## config.mk

```make
export PLATFORM = sky130hd
export DESIGN_NAME = pcicfg_target
export DESIGN_NICKNAME = d
export VERILOG_FILES = /design/src/rtl/pcicfg_pkg.sv /design/src/rtl/pcicfg_rstsync.sv /design/src/rtl/pcicfg_regs.sv /design/src/rtl/pcicfg_rdpath.sv /design/src/rtl/pcicfg_memdec.sv /design/src/rtl/pcicfg_target.sv
export SDC_FILE = /design/constraint.sdc
export NUM_CORES = 1
export LEC_CHECK = 0
export BUFFER_PORTS_ARGS = -buffer_cell sky130_fd_sc_hd__buf_2
export CAP_MARGIN = 0
export CELL_PAD_IN_SITES_DETAIL_PLACEMENT = 0
export CELL_PAD_IN_SITES_GLOBAL_PLACEMENT = 1
export CORE_ASPECT_RATIO = 0.9
export CORE_MARGIN = 1.5
export CORE_UTILIZATION = 25
export CTS_CLUSTER_SIZE = 28
export DETAILED_ROUTE_END_ITERATION = 7
export GPL_TIMING_DRIVEN = 0
export PLACE_DENSITY_LB_ADDON = 0.1
export REMOVE_ABC_BUFFERS = 1
export SKIP_CTS_REPAIR_TIMING = 1
export SLEW_MARGIN = 20
export SYNTH_ARGS = -nofsm -noshare
export SYNTH_HDL_FRONTEND = slang
export SYNTH_SLANG_ARGS = --single-unit
```

## constraint.sdc

```tcl
create_clock -name clk_i -period 7.9 [get_ports clk_i]
set_clock_uncertainty 0.15 [all_clocks]
set_input_delay 0.79 -clock clk_i [delete_from_list [all_inputs] [get_ports clk_i]]
set_output_delay 0.79 -clock clk_i [all_outputs]
set_load 0.01 [all_outputs]
```

## src/rtl/pcicfg_pkg.sv

```systemverilog
package pcicfg_pkg;
  // word indices (byte offset / 4) of implemented registers
  localparam logic [5:0] IDX_IDENT = 6'h00;
  localparam logic [5:0] IDX_CMD   = 6'h01;
  localparam logic [5:0] IDX_CLASS = 6'h02;
  localparam logic [5:0] IDX_BASE  = 6'h04;
  localparam logic [5:0] IDX_INIT  = 6'h10;

  // merge enabled bytes of new data over old data
  function automatic logic [31:0] be_merge(input logic [31:0] old_v,
                                           input logic [31:0] new_v,
                                           input logic [3:0]  be);
    logic [31:0] r;
    for (int b = 0; b < 4; b++) begin
      r[b*8 +: 8] = be[b] ? new_v[b*8 +: 8] : old_v[b*8 +: 8];
    end
    return r;
  endfunction
endpackage

```

## src/rtl/pcicfg_rstsync.sv

```systemverilog
module pcicfg_rstsync (
  input  logic clk_i,
  input  logic rst_ni,
  output logic rst_sync_no
);
  logic [1:0] sync_q;

  always_ff @(posedge clk_i or negedge rst_ni) begin
    if (!rst_ni) sync_q <= 2'b00;
    else         sync_q <= {sync_q[0], 1'b1};
  end

  assign rst_sync_no = sync_q[1];
endmodule

```

## src/rtl/pcicfg_regs.sv

```systemverilog
module pcicfg_regs
  import pcicfg_pkg::*;
#(
  parameter logic [31:0] CMD_MASK    = 32'h0000_0003,
  parameter int          WIN_BITS    = 24,
  parameter bit          BAR_MASK_WR = 1'b0
) (
  input  logic        clk_i,
  input  logic        rst_ni,
  input  logic        wr_en_i,
  input  logic [5:0]  wr_idx_i,
  input  logic [3:0]  wr_be_i,
  input  logic [31:0] wr_data_i,
  output logic [31:0] cmd_o,
  output logic [31:0] base_o,
  output logic [31:0] init_o
);
  localparam logic [31:0] WIN_MASK = ~((32'h1 << WIN_BITS) - 32'h1);

  logic [31:0] cmd_q, base_q, init_q;
  logic [31:0] cmd_d, base_d, init_d;
  logic        cmd_ce, base_ce, init_ce;
  logic [31:0] base_merged, base_stored;
  logic        size_probe;

  assign cmd_ce  = wr_en_i && (wr_idx_i == IDX_CMD);
  assign base_ce = wr_en_i && (wr_idx_i == IDX_BASE);
  assign init_ce = wr_en_i && (wr_idx_i == IDX_INIT);

  assign base_merged = be_merge(base_q, wr_data_i, wr_be_i);
  assign size_probe  = (wr_be_i == 4'hF) && (wr_data_i == 32'hFFFF_FFFF);

  generate
    if (BAR_MASK_WR) begin : g_mask_store
      assign base_stored = base_merged & WIN_MASK;
    end else begin : g_raw_store
      assign base_stored = base_merged;
    end
  endgenerate

  always_comb begin
    cmd_d  = be_merge(cmd_q, wr_data_i, wr_be_i) & CMD_MASK;
    base_d = size_probe ? WIN_MASK : base_stored;
    init_d = be_merge(init_q, wr_data_i, wr_be_i);
  end

  always_ff @(posedge clk_i or negedge rst_ni) begin
    if (!rst_ni) begin
      cmd_q  <= '0;
      base_q <= '0;
      init_q <= '0;
    end else begin
      if (cmd_ce)  cmd_q  <= cmd_d;
      if (base_ce) base_q <= base_d;
      if (init_ce) init_q <= init_d;
    end
  end

  assign cmd_o  = cmd_q;
  assign base_o = base_q;
  assign init_o = init_q;

  a_r4_cmd_masked: assert property (@(posedge clk_i) disable iff (!rst_ni)
    cmd_ce |=> ((cmd_q & ~CMD_MASK) == 32'h0));

  a_r5_size_answer: assert property (@(posedge clk_i) disable iff (!rst_ni)
    (base_ce && wr_be_i == 4'hF && wr_data_i == 32'hFFFF_FFFF) |=> (base_q == WIN_MASK));

  a_r9_base_hold: assert property (@(posedge clk_i) disable iff (!rst_ni)
    !base_ce |=> $stable(base_q));
endmodule

```

## src/rtl/pcicfg_rdpath.sv

```systemverilog
module pcicfg_rdpath
  import pcicfg_pkg::*;
#(
  parameter logic [31:0] ID_WORD    = 32'h0001_121A,
  parameter logic [31:0] CLASS_WORD = 32'h0400_0002
) (
  input  logic        clk_i,
  input  logic        rst_ni,
  input  logic        rd_en_i,
  input  logic [5:0]  rd_idx_i,
  input  logic [31:0] cmd_i,
  input  logic [31:0] base_i,
  input  logic [31:0] init_i,
  output logic        rd_valid_o,
  output logic [31:0] rd_data_o
);
  logic [31:0] mux_d, data_q;
  logic        valid_q;

  always_comb begin
    unique case (rd_idx_i)
      IDX_IDENT: mux_d = ID_WORD;
      IDX_CMD:   mux_d = cmd_i;
      IDX_CLASS: mux_d = CLASS_WORD;
      IDX_BASE:  mux_d = base_i;
      IDX_INIT:  mux_d = init_i;
      default:   mux_d = '0;
    endcase
  end

  always_ff @(posedge clk_i or negedge rst_ni) begin
    if (!rst_ni) begin
      valid_q <= 1'b0;
      data_q  <= '0;
    end else begin
      valid_q <= rd_en_i;
      if (rd_en_i) data_q <= mux_d;
    end
  end

  assign rd_valid_o = valid_q;
  assign rd_data_o  = data_q;

  a_r10_read_strobe: assert property (@(posedge clk_i) disable iff (!rst_ni)
    rd_en_i |=> rd_valid_o);

  a_r10_no_spurious: assert property (@(posedge clk_i) disable iff (!rst_ni)
    !rd_en_i |=> !rd_valid_o);

  a_r9_reserved_zero: assert property (@(posedge clk_i) disable iff (!rst_ni)
    (rd_en_i && rd_idx_i != IDX_IDENT && rd_idx_i != IDX_CMD && rd_idx_i != IDX_CLASS
     && rd_idx_i != IDX_BASE && rd_idx_i != IDX_INIT) |=> (rd_data_o == 32'h0));
endmodule

```

## src/rtl/pcicfg_memdec.sv

```systemverilog
module pcicfg_memdec #(
  parameter int WIN_BITS = 24
) (
  input  logic        mem_en_i,
  input  logic [31:0] base_i,
  input  logic [31:0] addr_i,
  output logic        hit_o
);
  localparam int TAG_W = 32 - WIN_BITS;

  logic tag_eq;

  assign tag_eq = (addr_i[31 -: TAG_W] == base_i[31 -: TAG_W]);
  assign hit_o  = mem_en_i && tag_eq;

  always_comb begin
    if (!mem_en_i) a_r11_off_no_hit: assert (!hit_o);
  end
endmodule

```

## src/rtl/pcicfg_target.sv

```systemverilog
module pcicfg_target
  import pcicfg_pkg::*;
#(
  parameter logic [31:0] ID_WORD     = 32'h0001_121A,
  parameter logic [31:0] CLASS_WORD  = 32'h0400_0002,
  parameter logic [31:0] CMD_MASK    = 32'h0000_0003,
  parameter int          WIN_BITS    = 24,
  parameter bit          BAR_MASK_WR = 1'b0
) (
  input  logic        clk_i,
  input  logic        rst_ni,
  input  logic        req_valid_i,
  input  logic        req_write_i,
  input  logic [7:0]  req_off_i,
  input  logic [3:0]  req_be_i,
  input  logic [31:0] req_wdata_i,
  output logic        rd_valid_o,
  output logic [31:0] rd_data_o,
  output logic [31:0] init_en_o,
  input  logic [31:0] mem_addr_i,
  output logic        mem_hit_o
);
  logic        rst_n;
  logic [5:0]  idx;
  logic        wr_en, rd_en;
  logic [31:0] cmd_w, base_w, init_w;

  assign idx   = req_off_i[7:2];
  assign wr_en = req_valid_i && req_write_i;
  assign rd_en = req_valid_i && !req_write_i;

  pcicfg_rstsync u_rst (
    .clk_i      (clk_i),
    .rst_ni     (rst_ni),
    .rst_sync_no(rst_n)
  );

  pcicfg_regs #(
    .CMD_MASK   (CMD_MASK),
    .WIN_BITS   (WIN_BITS),
    .BAR_MASK_WR(BAR_MASK_WR)
  ) u_regs (
    .clk_i    (clk_i),
    .rst_ni   (rst_n),
    .wr_en_i  (wr_en),
    .wr_idx_i (idx),
    .wr_be_i  (req_be_i),
    .wr_data_i(req_wdata_i),
    .cmd_o    (cmd_w),
    .base_o   (base_w),
    .init_o   (init_w)
  );

  pcicfg_rdpath #(
    .ID_WORD   (ID_WORD),
    .CLASS_WORD(CLASS_WORD)
  ) u_rd (
    .clk_i     (clk_i),
    .rst_ni    (rst_n),
    .rd_en_i   (rd_en),
    .rd_idx_i  (idx),
    .cmd_i     (cmd_w),
    .base_i    (base_w),
    .init_i    (init_w),
    .rd_valid_o(rd_valid_o),
    .rd_data_o (rd_data_o)
  );

  pcicfg_memdec #(
    .WIN_BITS(WIN_BITS)
  ) u_dec (
    .mem_en_i(cmd_w[1]),
    .base_i  (base_w),
    .addr_i  (mem_addr_i),
    .hit_o   (mem_hit_o)
  );

  assign init_en_o = init_w;

  a_r7_init_quiet: assert property (@(posedge clk_i) disable iff (!rst_n)
    !(wr_en && idx == IDX_INIT) |=> $stable(init_en_o));

  a_r10_write_silent: assert property (@(posedge clk_i) disable iff (!rst_n)
    wr_en |=> !rd_valid_o);
endmodule

```

==> out/qor.yml <==
timing:
  rsz0062_at_grt: "false"
  fin_crit_ns: 3.054
  worst_pin_slew_ns: 1.126
  setup_violations: 0
  fin_crit_sh_pct: 38.66
  hold_violations: 0
  max_freq_mhz: 327.4
  fin_hold_ws_ns: 0.06035
  slew_viol_final: 0
  tns_ns: 0
  slew_headroom_pct: 24.73
finish:
  layout-drive-gt1-share_pct: 37.60
  post-route-cell-area_um2: 5598
  area_growth_syn_to_layout_pct: 27.36
  final_nets: 583
  post-route-util_pct: 32.81
power_and_ir_drop:
  p_clk_share_pct: 43.0
  p_per_area_nw_per_um2: 198.2
  p_sw_share_pct: 23.72
  ir_drop_uv: 96.46
  seqPwrFrac_pct: 49.7
  p_leak_nw: 2.693
  internal-power_uw: 846.5
  total_power_mw: 1.110
  switching_power_uw: 263.2
  p_comb_share_pct: 7.2
global_routing:
  antenna_found_initial: 2
  grt_remaining_overflow: 0
  grt_max_degree: 54
  grt_usage_pct: 15.55
  grt_first_pass_wirelength_mm: 20.92
  first_global_vias: 3496
setup_path:
  arrival_ns: 3.14
  worstPathMaxFanout: 34
  crit_required_ns: 7.98
  crit_family: "simple AND/OR/NAND/NOR gates"
  cp-end-kind: "register"
  crit_slowest_cell: "nor2_4"
  worstSetupPathType: "in -> reg"
  worstPathCellList: "buf_2, or3_1, nor2_4, nand2_1, o2bb2ai_1"
  start_kind: "primary input"
  worst-path-buf-inv: 1
  slowest_delay_ns: 0.92
yosys:
  yosysUniqueCellTypes: 35
  syn_inst: 391
  yosysSeqAreaShare_pct: 57.50
  ys_warn_count: 0
  netlist_area_um2: 4395
  ys_ff_latch: 101
  syn_area_per_cell_um2: 11.24
placement:
  place_area_um2: 5279
  portBuffers: 119
  place.gp.congestion: 0.7150
  hpwl_mm: 9.375
route:
  ant_nets: 0
  wl_per_cell_um: 18.50
  num_vias: 3460
  drc: 0
  drt-total-wl_mm: 13.76
  via_per_inst: 4.651
  drt_iter0_markers: 134
  drt_first_pass_iters: 4
cts:
  clock-sinks: 101
  cts_tree: "yes"
  cts_buffers: 9
  path_clk_slew_ns: 0.07
  ctsLongestPathBuffers: 2
  clock_latency_ns: 0.35
  htreeDepth: 3
  cts_root_buf: "clkbuf_16"
floorplan:
  die_w_um: 142.8
  start_util_pct: 25.76
  die_h_um: 128.8
  io_pins: 146
  core_area_um2: 17060
  design.die.area_um2: 18390
  num_rows: 45
run_status:
  status: "completed"
job:
  drv_cap: 0
hold_path:
  hold_path_class: "in -> async"
[cells in the final DEF (no fill, tap or decap), drive strengths merged, types with 2 or more instances in the layout]
cell type	instances
nand2	76
nand3	4
mux2	42
nand4	13
nor2	2
a22oi	32
nor3b	2
nand2b	7
buf	123
bufinv	2
clkbuf	10
and2	2
nor4	3
o2bb2ai	8
or3	4
clkinvlp	3
dfrtp	101
o21ai	46
a21oi	5
or4	2
and3	2
xor2	7
nor3	5
[stage by stage]
step,instances,worst slack [ns]
3_5_place_dp,727,4.449
5_1_grt,743,4.754
3_3_place_gp,723,3.364
6_report,744,4.846
2_1_floorplan,369,4.728
4_1_cts,743,4.829
[per-layer routing]
metal | share of wire (%) | GRT usage [%] | vias up
met3 | 5.5 | 4.317 | 11
met4 | 1.1 | 4.366 | 2
li1 | - | - | 1633
met5 | 0.087 | 0 | -
met2 | 45 | 24.30 | 92
met1 | 48 | 21.13 | 1722
[kinds of logic (layout without fill, tap and decap cells)]
logic type	count (synthesis)	in the layout	synth area share, %
compound gates	92	92	13.07
xor+xnor	8	8	1.594
fa+ha+maj	1	1	0.2277
buf+inv	23	140	2.505
flops	101	101	57.50
mux	42	42	10.76
other cells	1	2	0.08532
simple gates	123	123	14.26
[cell type report]
type,instances,area [um^2]
multi-input cells,267,1764
fillers,1785,11460
inverters,1,3.754
well taps,235,294.0
flip-flops and latches,101,2531
clock buffers,10,229.0
clock inverters,6,87.58
repair buffers,123,685.7
diodes,1,2.502
[power by group through the flow]
stage	clock (mW)	sequential, mW	combinational, mW
5_1_grt	0.518	0.555	0.0892
3_3_place_gp	0	0.567	0.0720
2_1_floorplan	0	0.565	0.0266
6_report	0.477	0.552	0.0803
3_5_place_dp	0	0.562	0.0819
4_1_cts	0.495	0.552	0.0821
[Yosys cell counts, drive strengths merged]
master | count | area [um^2]
a21oi | 5 | 25.02
a221oi | 1 | 8.760
a22oi | 32 | 240.2
and2 | 2 | 12.51
and3 | 2 | 12.51
buf | 10 | 61.30
clkbuf | 12 | 45.04
conb | 1 | 3.750
dfrtp | 101 | 2527
inv | 1 | 3.750
maj3 | 1 | 10.01
mux2 | 42 | 473.0
nand2 | 76 | 285.3
nand2b | 7 | 43.79
nand3 | 4 | 20.02
nand4 | 13 | 96.34
nor2 | 2 | 15.01
nor3 | 5 | 40.04
nor3b | 2 | 15.01
nor4 | 3 | 33.78
o21ai | 46 | 230.2
o2bb2ai | 8 | 70.07
or3 | 4 | 25.02
or3b | 1 | 8.760
or4 | 2 | 18.77
xnor2 | 1 | 8.760
xor2 | 7 | 61.31
[sequential cells by signal (all words and copies together), names as in the netlist]
name             cells
u_rd.rd_data_o      32
u_regs.base_o       32
u_regs.init_o       32
u_regs.cmd_o         2
u_rst.sync_q         2
u_rd.rd_valid_o      1
[final timing paths]
path	start	to	slack (ns)	cells after the start
max in group asynchronous	u_rst.sync_q[1]$_DFF_PN0_	u_regs.base_o[5]$_DFFE_PN0P_	6.67	1
min in group clk_i	u_rst.sync_q[0]$_DFF_PN0_	u_rst.sync_q[1]$_DFF_PN0_	0.21	0
min reg2reg	u_rst.sync_q[0]$_DFF_PN0_	u_rst.sync_q[1]$_DFF_PN0_	0.21	0
min	rst_ni	u_rst.sync_q[1]$_DFF_PN0_	0.06	1
max reg2reg	u_rst.sync_q[1]$_DFF_PN0_	u_regs.base_o[5]$_DFFE_PN0P_	6.67	1
max	req_off_i[6]	u_regs.base_o[4]$_DFFE_PN0P_	4.85	5
No activity file was read; power rests on OpenSTA's default activity.
